--- config.mk ---
export PLATFORM = sky130hd
export DESIGN_NAME = buck_cycle_limiter
export DESIGN_NICKNAME = d
export VERILOG_FILES = /design/src/rtl/bcl_pkg.sv /design/src/rtl/bcl_sync.sv /design/src/rtl/bcl_blank.sv /design/src/rtl/bcl_deadtime.sv /design/src/rtl/buck_cycle_limiter.sv
export SDC_FILE = /design/constraint.sdc
export NUM_CORES = 1
export LEC_CHECK = 0
export BUFFER_PORTS_ARGS = -buffer_cell sky130_fd_sc_hd__buf_4
export CAP_MARGIN = 20
export CORE_ASPECT_RATIO = 2
export CORE_MARGIN = 5
export CORE_UTILIZATION = 40
export CTS_BUF_LIST = sky130_fd_sc_hd__clkbuf_4
export CTS_CLUSTER_DIAMETER = 60
export CTS_CLUSTER_SIZE = 24
export DETAILED_ROUTE_END_ITERATION = 10
export HOLD_SLACK_MARGIN = 0.03
export MAX_ROUTING_LAYER = met4
export PLACE_DENSITY = 0.59
export SETUP_SLACK_MARGIN = 0.1
export SKIP_LAST_GASP = 1
export SLEW_MARGIN = 0
export SYNTH_ARGS = -nofsm -noshare
export SYNTH_HDL_FRONTEND = slang
export SYNTH_SLANG_ARGS = --single-unit
--- constraint.sdc ---
create_clock -name clk -period 2.22 [get_ports clk]
set_input_delay 0.222 -clock clk [delete_from_list [all_inputs] [get_ports clk]]
set_output_delay 0.222 -clock clk [all_outputs]
set_load 0.005 [all_outputs]
--- src/rtl/bcl_pkg.sv ---
package bcl_pkg;
  // Inputs resynchronised together so they keep their relative alignment.
  typedef struct packed {
    logic pwm;
    logic sre;
    logic cmp_in;
    logic cmp_out;
  } sync_bus_t;

  localparam int NUM_CMP = 2;
  localparam int CMP_IN  = 0;
  localparam int CMP_OUT = 1;
endpackage

--- src/rtl/bcl_sync.sv ---
module bcl_sync #(
  parameter int W      = 1,
  parameter int STAGES = 2
) (
  input  logic         clk,
  input  logic         rst_n,
  input  logic [W-1:0] d,
  output logic [W-1:0] q
);
  logic [STAGES-1:0][W-1:0] stage_q, stage_d;

  always_comb begin
    stage_d = {stage_q[STAGES-2:0], d};
  end

  always_ff @(posedge clk or negedge rst_n) begin
    if (!rst_n) stage_q <= '0;
    else        stage_q <= stage_d;
  end

  assign q = stage_q[STAGES-1];
endmodule

--- src/rtl/bcl_blank.sv ---
module bcl_blank #(
  parameter int CW = 8
) (
  input  logic          clk,
  input  logic          rst_n,
  input  logic          start,
  input  logic [CW-1:0] len,
  output logic          blanked
);
  logic [CW-1:0] cnt_q, cnt_d;
  logic          cnt_en;
  logic          busy;

  always_comb begin
    busy   = (cnt_q != '0);
    cnt_en = start | busy;
    cnt_d  = start ? len : cnt_q - 1'b1;
  end

  always_ff @(posedge clk or negedge rst_n) begin
    if (!rst_n)      cnt_q <= '0;
    else if (cnt_en) cnt_q <= cnt_d;
  end

  // The start cycle itself is covered, then len further cycles.
  assign blanked = start | busy;
endmodule

--- src/rtl/bcl_deadtime.sv ---
module bcl_deadtime #(
  parameter int DW = 6
) (
  input  logic          clk,
  input  logic          rst_n,
  input  logic          hs_cmd,
  input  logic          sre,
  input  logic          sup_ok,
  input  logic [DW-1:0] dead_len,
  output logic          hs_en,
  output logic          ls_en
);
  logic          cmd_q;
  logic [DW-1:0] dcnt_q, dcnt_d;
  logic          dcnt_en;
  logic          change, settled;
  logic          hs_d, ls_d;

  always_comb begin
    change  = hs_cmd ^ cmd_q;
    dcnt_en = change | (dcnt_q != '0);
    dcnt_d  = change ? dead_len : dcnt_q - 1'b1;
    settled = !change && (dcnt_q == '0);
    hs_d    = sup_ok & hs_cmd & settled;
    ls_d    = sup_ok & sre & ~hs_cmd & settled;
  end

  always_ff @(posedge clk or negedge rst_n) begin
    if (!rst_n) begin
      cmd_q <= 1'b0;
      hs_en <= 1'b0;
      ls_en <= 1'b0;
    end else begin
      cmd_q <= hs_cmd;
      hs_en <= hs_d;
      ls_en <= ls_d;
    end
  end

  always_ff @(posedge clk or negedge rst_n) begin
    if (!rst_n)       dcnt_q <= '0;
    else if (dcnt_en) dcnt_q <= dcnt_d;
  end
endmodule

--- src/rtl/buck_cycle_limiter.sv ---
module buck_cycle_limiter
  import bcl_pkg::*;
#(
  parameter int BLANK_W     = 8,
  parameter int DEAD_W      = 6,
  parameter int SYNC_STAGES = 2
) (
  input  logic               clk,
  input  logic               rst_n,
  input  logic               pwm_in,
  input  logic               sr_en,
  input  logic               vdd_ok,
  input  logic               reg_ok,
  input  logic               cmp_in_oc,
  input  logic               cmp_out_oc,
  input  logic [BLANK_W-1:0] blank_cyc,
  input  logic [DEAD_W-1:0]  dead_cyc,
  output logic               hs_en,
  output logic               ls_en,
  output logic               lim_flag
);
  localparam int SYNC_W = $bits(sync_bus_t);

  sync_bus_t          raw, syn;
  logic               pwm_q;
  logic               pwm_rise, pwm_fall;
  logic               sup_ok;
  logic [NUM_CMP-1:0] cmp_s, blank_v, start_v, trip_v;
  logic               trip;
  logic               cut_q, cut_d, cut_en;
  logic               hs_cmd;
  logic               flt_q, flt_d, seen_q, seen_d, flag_d;

  always_comb begin
    raw.pwm     = pwm_in;
    raw.sre     = sr_en;
    raw.cmp_in  = cmp_in_oc;
    raw.cmp_out = cmp_out_oc;
  end

  bcl_sync #(.W(SYNC_W), .STAGES(SYNC_STAGES)) u_sync (
    .clk(clk), .rst_n(rst_n), .d(raw), .q(syn)
  );

  always_ff @(posedge clk or negedge rst_n) begin
    if (!rst_n) pwm_q <= 1'b0;
    else        pwm_q <= syn.pwm;
  end

  always_comb begin
    pwm_rise         = syn.pwm & ~pwm_q;
    pwm_fall         = ~syn.pwm & pwm_q;
    sup_ok           = vdd_ok & reg_ok;
    cmp_s[CMP_IN]    = syn.cmp_in;
    cmp_s[CMP_OUT]   = syn.cmp_out;
    start_v[CMP_IN]  = pwm_rise;
    start_v[CMP_OUT] = pwm_rise | pwm_fall;
  end

  // One blanking timer per comparator; they differ only in their start edges.
  for (genvar k = 0; k < NUM_CMP; k++) begin : g_blank
    bcl_blank #(.CW(BLANK_W)) u_blank (
      .clk(clk), .rst_n(rst_n), .start(start_v[k]),
      .len(blank_cyc), .blanked(blank_v[k])
    );
  end

  always_comb begin
    trip_v = cmp_s & ~blank_v;
    trip   = (|trip_v) & sup_ok;
    // Pulse cut-off: set by a trip, released by the next PWM rising edge.
    cut_en = pwm_rise | trip;
    cut_d  = ~pwm_rise;
    hs_cmd = syn.pwm & ~cut_q & ~trip;
  end

  always_ff @(posedge clk or negedge rst_n) begin
    if (!rst_n)      cut_q <= 1'b0;
    else if (cut_en) cut_q <= cut_d;
  end

  bcl_deadtime #(.DW(DEAD_W)) u_dead (
    .clk(clk), .rst_n(rst_n), .hs_cmd(hs_cmd), .sre(syn.sre),
    .sup_ok(sup_ok), .dead_len(dead_cyc), .hs_en(hs_en), .ls_en(ls_en)
  );

  // Flag: fault pending plus "fault seen since last rising edge".
  always_comb begin
    flt_d  = flt_q;
    seen_d = seen_q;
    if (pwm_rise) begin
      if (!seen_q) flt_d = 1'b0;
      seen_d = 1'b0;
    end
    if (trip) begin
      flt_d  = 1'b1;
      seen_d = 1'b1;
    end
    flag_d = ~sup_ok | flt_d;
  end

  always_ff @(posedge clk or negedge rst_n) begin
    if (!rst_n) begin
      flt_q    <= 1'b0;
      seen_q   <= 1'b0;
      lim_flag <= 1'b1;
    end else begin
      flt_q    <= flt_d;
      seen_q   <= seen_d;
      lim_flag <= flag_d;
    end
  end
endmodule

# [Word level (Yosys, flattened, before mapping)]
# Index checks and enable logic that the tools add are counted.
[word_totals] ff_bits=38 latchBits=0 ramBits=0 romBits=0 inputBits=22 output_inout_bits=3 n_memories=0
[op_classes] addsub=3 mul=0 div_mod_pow=0 n_lt_le_gt_ge=0 n_eq_ne=0 shift=0 muxes=8 bitwise_logic=27 reduce_logical=8
[op_table] operator="2-to-1 mux 8 bit" n=2
[op_table] operator="nonzero test 8 bit" n=2
[op_table] operator="subtractor 8 x 1 -> 8 bit, second input constant" n=2
[op_table] operator="bitwise AND 1 bit" n=11
[op_table] operator="inverter 1 bit" n=7
[op_table] operator="logical NOT 6 bit" n=1
[op_table] operator="2-to-1 mux 6 bit" n=1
[op_table] operator="bitwise OR 1 bit" n=6
[op_table] operator="nonzero test 6 bit" n=1
[op_table] operator="subtractor 6 x 1 -> 6 bit, second input constant" n=1
[op_table] operator="2-to-1 mux 1 bit" n=5
[op_table] operator="bitwise AND 2 bit" n=1
[op_table] operator="inverter 2 bit" n=1
[op_table] operator="nonzero test 2 bit" n=1
[op_table] operator="OR reduction 2 bit" n=1
[op_table] operator="logical AND 1 bit" n=1
[op_table] operator="logical NOT 1 bit" n=1
[op_table] operator="bitwise XOR 1 bit" n=1

# [Logic depth before layout (Yosys ltp)]
[logic_depth] word_depth=14 depth_mapped=8 ltp_nobuf=7

# [By module]
# From an unflattened synthesis, not the netlist that was laid out.
[unflattened] cells_unflattened=184 area_unflattened_um2=1971.9
[by_module_without_submodules] mod="bcl_blank" instances=2 cells_per_inst=56 area_per_inst_um2=528.0 seq_area_each_um2=200.2
[by_module_without_submodules] mod="bcl_deadtime" instances=1 cells_per_inst=43 area_per_inst_um2=476.7 seq_area_each_um2=225.2
[by_module_without_submodules] mod="buck_cycle_limiter" instances=1 cells_per_inst=21 area_per_inst_um2=239.0 seq_area_each_um2=126.4
[by_module_without_submodules] mod="bcl_sync" instances=1 cells_per_inst=8 area_per_inst_um2=200.2 seq_area_each_um2=200.2

# [Least setup slack after synthesis]
# Ideal clock, no wire load.
[synth_path] path_kind="register -> register" from="register u_sync.stage_q, in the netlist u_sync.q[3]" to="register u_dead.dcnt_q[0]" arrival_time_ns=1.897 required_time_ns=2.095 path_slack_ns=0.198 path_stages_with_launch=8 period_less_slack_ns=2.022 cell_sequence="dfrtp_1 > ha_1 > buf_2 > and4bb_2 > nand3_1 > nand4_2 > xor2_4 > mux2_2"
[synth_between] elab_chain_cells=12 elab_cells_between_ends=16 classes_between="1 x mux; 14 x bitwise; 1 x reduce/logical"
[synth_lines] item="from (decl)" line_no="bcl_sync.sv:10" text="logic [STAGES-1:0][W-1:0] stage_q, stage_d;"
[synth_lines] item="from (signal assigned)" line_no="bcl_sync.sv:18" text="else stage_q <= stage_d;"
[synth_lines] item="inverter 1 bit" line_no="buck_cycle_limiter.sv:52" text="pwm_fall = ~syn.pwm & pwm_q;"
[synth_lines] item="bitwise AND 1 bit" line_no="buck_cycle_limiter.sv:52"
[synth_lines] item="bitwise OR 1 bit" line_no="buck_cycle_limiter.sv:57" text="start_v[CMP_OUT] = pwm_rise | pwm_fall;"
[synth_lines] item="bitwise OR 1 bit" line_no="bcl_blank.sv:26" text="assign blanked = start | busy;"
[synth_lines] item="inverter 2 bit" line_no="buck_cycle_limiter.sv:69" text="trip_v = cmp_s & ~blank_v;"
[synth_lines] item="bitwise AND 2 bit" line_no="buck_cycle_limiter.sv:69"
[synth_lines] item="OR reduction 2 bit" line_no="buck_cycle_limiter.sv:70" text="trip = (|trip_v) & sup_ok;"
[synth_lines] item="bitwise AND 1 bit" line_no="buck_cycle_limiter.sv:70"
[synth_lines] item="inverter 1 bit" line_no="buck_cycle_limiter.sv:74" text="hs_cmd = syn.pwm & ~cut_q & ~trip;"
[synth_lines] item="bitwise AND 1 bit *" line_no="buck_cycle_limiter.sv:74"
[synth_lines] item="bitwise XOR 1 bit *" line_no="bcl_deadtime.sv:20" text="change = hs_cmd ^ cmd_q;"
[synth_lines] item="2-to-1 mux 6 bit / bitwise OR 1 bit (equally long branches)" line_no="bcl_deadtime.sv:22, bcl_deadtime.sv:21"
[synth_lines] item="to (signal assigned)" line_no="bcl_deadtime.sv:42" text="else if (dcnt_en) dcnt_q <= dcnt_d;"
[synth_lines] item="to (decl)" line_no="bcl_deadtime.sv:14" text="logic [DW-1:0] dcnt_q, dcnt_d;"
# Mark *: on every way between the ends. The rest lies on a longest branch, timed or not.
# A chain may end at the register's enable or synchronous reset.

# [Worst setup path in the final report]
[layout_path] from="register u_sync.stage_q, in the netlist u_sync.q[3]" to="register u_dead.dcnt_q[5]"
# The elaborated chain is that of the path after synthesis.

==> run summary <==
status: finished, final reports clean
Non-Filler Instances: 261
P&R area growth vs syn: 23.55%
asr flop ratio synth: 1.000
DRT Pass-1 Iters: 4
first-pass GRT wire length: 6.658 mm
yosys warns: 0
starting density of the core: 0.4060
top cells by area, synth: dfrtp_1 50%, ha_1 4.1%, nor2_1 4.1%
CP delay by family, top: simple AND/OR/NAND/NOR gates
EDFF count, synth: 0
Fmax achieved: 488.5 MHz
worst-path fanout max: 6
CP Depth: 6
largest family of logic cells by synthesized area: simple AND/OR/NAND/NOR gates
Synth area leader: dfrtp_1
pwr dens: 952.5 nW/µm²
clock root buffer: clkbuf_4
multiplexer share of the synthesized area: 0.07442
Final Hold Viols: 0
post-synthesis adder-cell area fraction: 0.04060
Most used DFF post-synth: dfrtp_1
max-slew violation count: 0
drt drc: 0
DR WL met3: 127 µm
leak pwr: 1.029 nW
relative slew slack: 0.6766
share of cells above drive strength 1: 0.2621
worst vdd ir: 536.8 µV
total power: 0.002176 W
simple-gate area share of the yosys netlist: 0.1712
Setup-failing EPs final: 0
GRT Util Overall: 0.1457
number of I/O port buffers: 24
Setup TNS: 0 ns
via count: 1328
post-synthesis cell type count: 33
fin util: 0.5016
clk_lat worst skew: 0.35 ns
number of buffers and inverters on the critical path: 0
post-CTS setup buffer count: 0
Worst R2R Path Depth: 6
compound-cell area share of the yosys netlist: 0.07172
Ports: 25
Tightest Pin Transition: 0.4851 ns
Crit Path Class: reg -> reg
post-synthesis xor/xnor area fraction: 0.08593
worst hold path depth: 2
Cells after Synth: 170
WP data required: 2.46 ns
crit path launch type: flip-flop
Post-Route WL: 3.867 mm
Worst Skew: 0.01594 ns
hold_ws: 0.05289 ns
slowest CP cell: dfrtp_1
core footprint: 4554 µm²
Mapped Area: 1849 µm²
dpl cells: 248
worst path arrival time: 2.28 ns
row cnt: 35
initial antenna violation count: 0
Vias per Instance: 5.088
clock sinks: 38
RSZ-0062 raised after global routing: true
Synth top cells by count: 37 x dfrtp_1, 20 x nor2_1, 13 x nand2_1
post-route ant nets: 0
share of the synthesized area in the top cell type: 0.5007
Max Cap Violations: 0
flops & latches, synth: 38
placer congestion estimate: 0.7800
min-delay worst type: in -> reg
M1 wire length: 1.387 mm
Seq/Total Area, Yosys: 0.5149
grt total ovfl: 0
largest net degree at the start of global routing: 39
Tcrit/Tclk final: 0.9221
CTS buffer count: 5
most frequent cell after synthesis: dfrtp_1
DRT iter0 DRCs: 49
drt wl/cell: 14.82 µm
met2 WL: 2.279 mm
CTS tree: built
CTS Buffer Depth: 2
Synth Area per Inst: 10.88 µm²
Chip Height: 106.2 µm
die width: 58.08 µm
Post-Syn Nets: 198
H-tree levels: 2
max incr delay on CP: 0.44 ns
Period minus WS final: 2.047 ns
Die Area: 6166 µm²
NumNets Final: 233
Final HPWL DP: 3.011 mm
Highest Signal Layer: met4
Crit. End Element: flip-flop
cell-by-cell trace of the critical path: ha_1 > nor4b_4 > nand3_2 > nand4_4 > xor2_4 > mux2_2
ANT cells: 0
Clk pin slew, worst setup/hold paths: 0.13 ns
vias in the first global route: 1462
==> placed cells by master, fill, tap and decap left out, drive strengths merged <==
cell,Yosys,routed
a211oi,8,8
a21oi,10,10
a22oi,1,1
and2,3,3
and3,4,4
and4b,1,1
and4bb,1,1
buf,2,28
bufinv,0,2
clkbuf,3,5
clkinv,1,2
dfrtp,37,37
dfstp,1,1
dlygate4sd3,0,5
ha,6,6
inv,12,12
mux2,6,6
mux2i,7,7
nand2,13,13
nand3,2,2
nand4,2,2
nor2,20,20
nor3,4,4
nor3b,1,1
nor4,2,2
nor4b,1,1
o21ai,3,3
or3,3,3
xnor2,7,7
xor2,9,9
==> worst paths after layout <==
kind                                   startpoint                           to  slack, ns
worst max-delay path                  u_sync.q[3]             u_dead.dcnt_q[5]       0.17
worst min-delay path                       reg_ok                     lim_flag       0.05
worst max register to register        u_sync.q[3]             u_dead.dcnt_q[5]       0.17
worst min register to register  u_sync.stage_d[4]                  u_sync.q[0]       0.37
max in group asynchronous                   rst_n                     lim_flag       1.49
min in group asynchronous                   rst_n  g_blank[1].u_blank.cnt_q[0]       0.33
==> final cells by class <==
type,count,area (µm²)
clock inverter,3,68.82
multi-input combinational,114,848.3
sequential,38,952.2
timing repair buffer,33,260.3
inverter,13,48.80
tap,55,68.82
clock buffer,5,37.54
fill,432,2270
==> metal layers <==
metal,track usage,vias up
met4,0.07131,0
met1,0.1534,653
met5,-,-
met3,0.02795,7
met2,0.2524,24
li1,-,644
==> metrics by stage <==
stage          setup WS (ns)  area (µm²)
2_1_floorplan         0.1984        1849
3_5_place_dp          0.1625        2101
4_1_cts               0.1284        2257
6_report              0.1730        2285
3_3_place_gp          0.2538        2101
5_1_grt              0.06307        2285
==> registers in the layout, summed over array words and instances, names as in the netlist <==
register / flops
u_dead.dcnt_q: 6
u_dead.hs_en: 1
cut_q: 1
u_sync.q: 4
flt_q: 1
lim_flag: 1
pwm_q: 1
seen_q: 1
u_dead.ls_en: 1
u_dead.cmd_q: 1
u_sync.stage_d: 4
g_blank.u_blank.cnt_q: 16
==> cells by family after synthesis <==
logic type,after synthesis
mux,13
fa+ha+maj,6
buf+inv,18
compound gates,22
simple gates,57
flops,38
xor+xnor,16
==> power breakdown <==
| part | internal, W | total [W] | switching, W |
|---|---|---|---|
| Combinational | 0.000306 | 0.000582 | 0.000276 |
| Clock | 0.000352 | 0.000597 | 0.000245 |
| Sequential | 0.000838 | 0.000997 | 0.000159 |
==> what timing repair did <==
action,in CTS,in global routing
hold buffers,5,0
endpoints found under the setup margin,0,5
hold endpoints to repair,41,0
resized for setup,0,5
(Power assumes the default switching activity.)
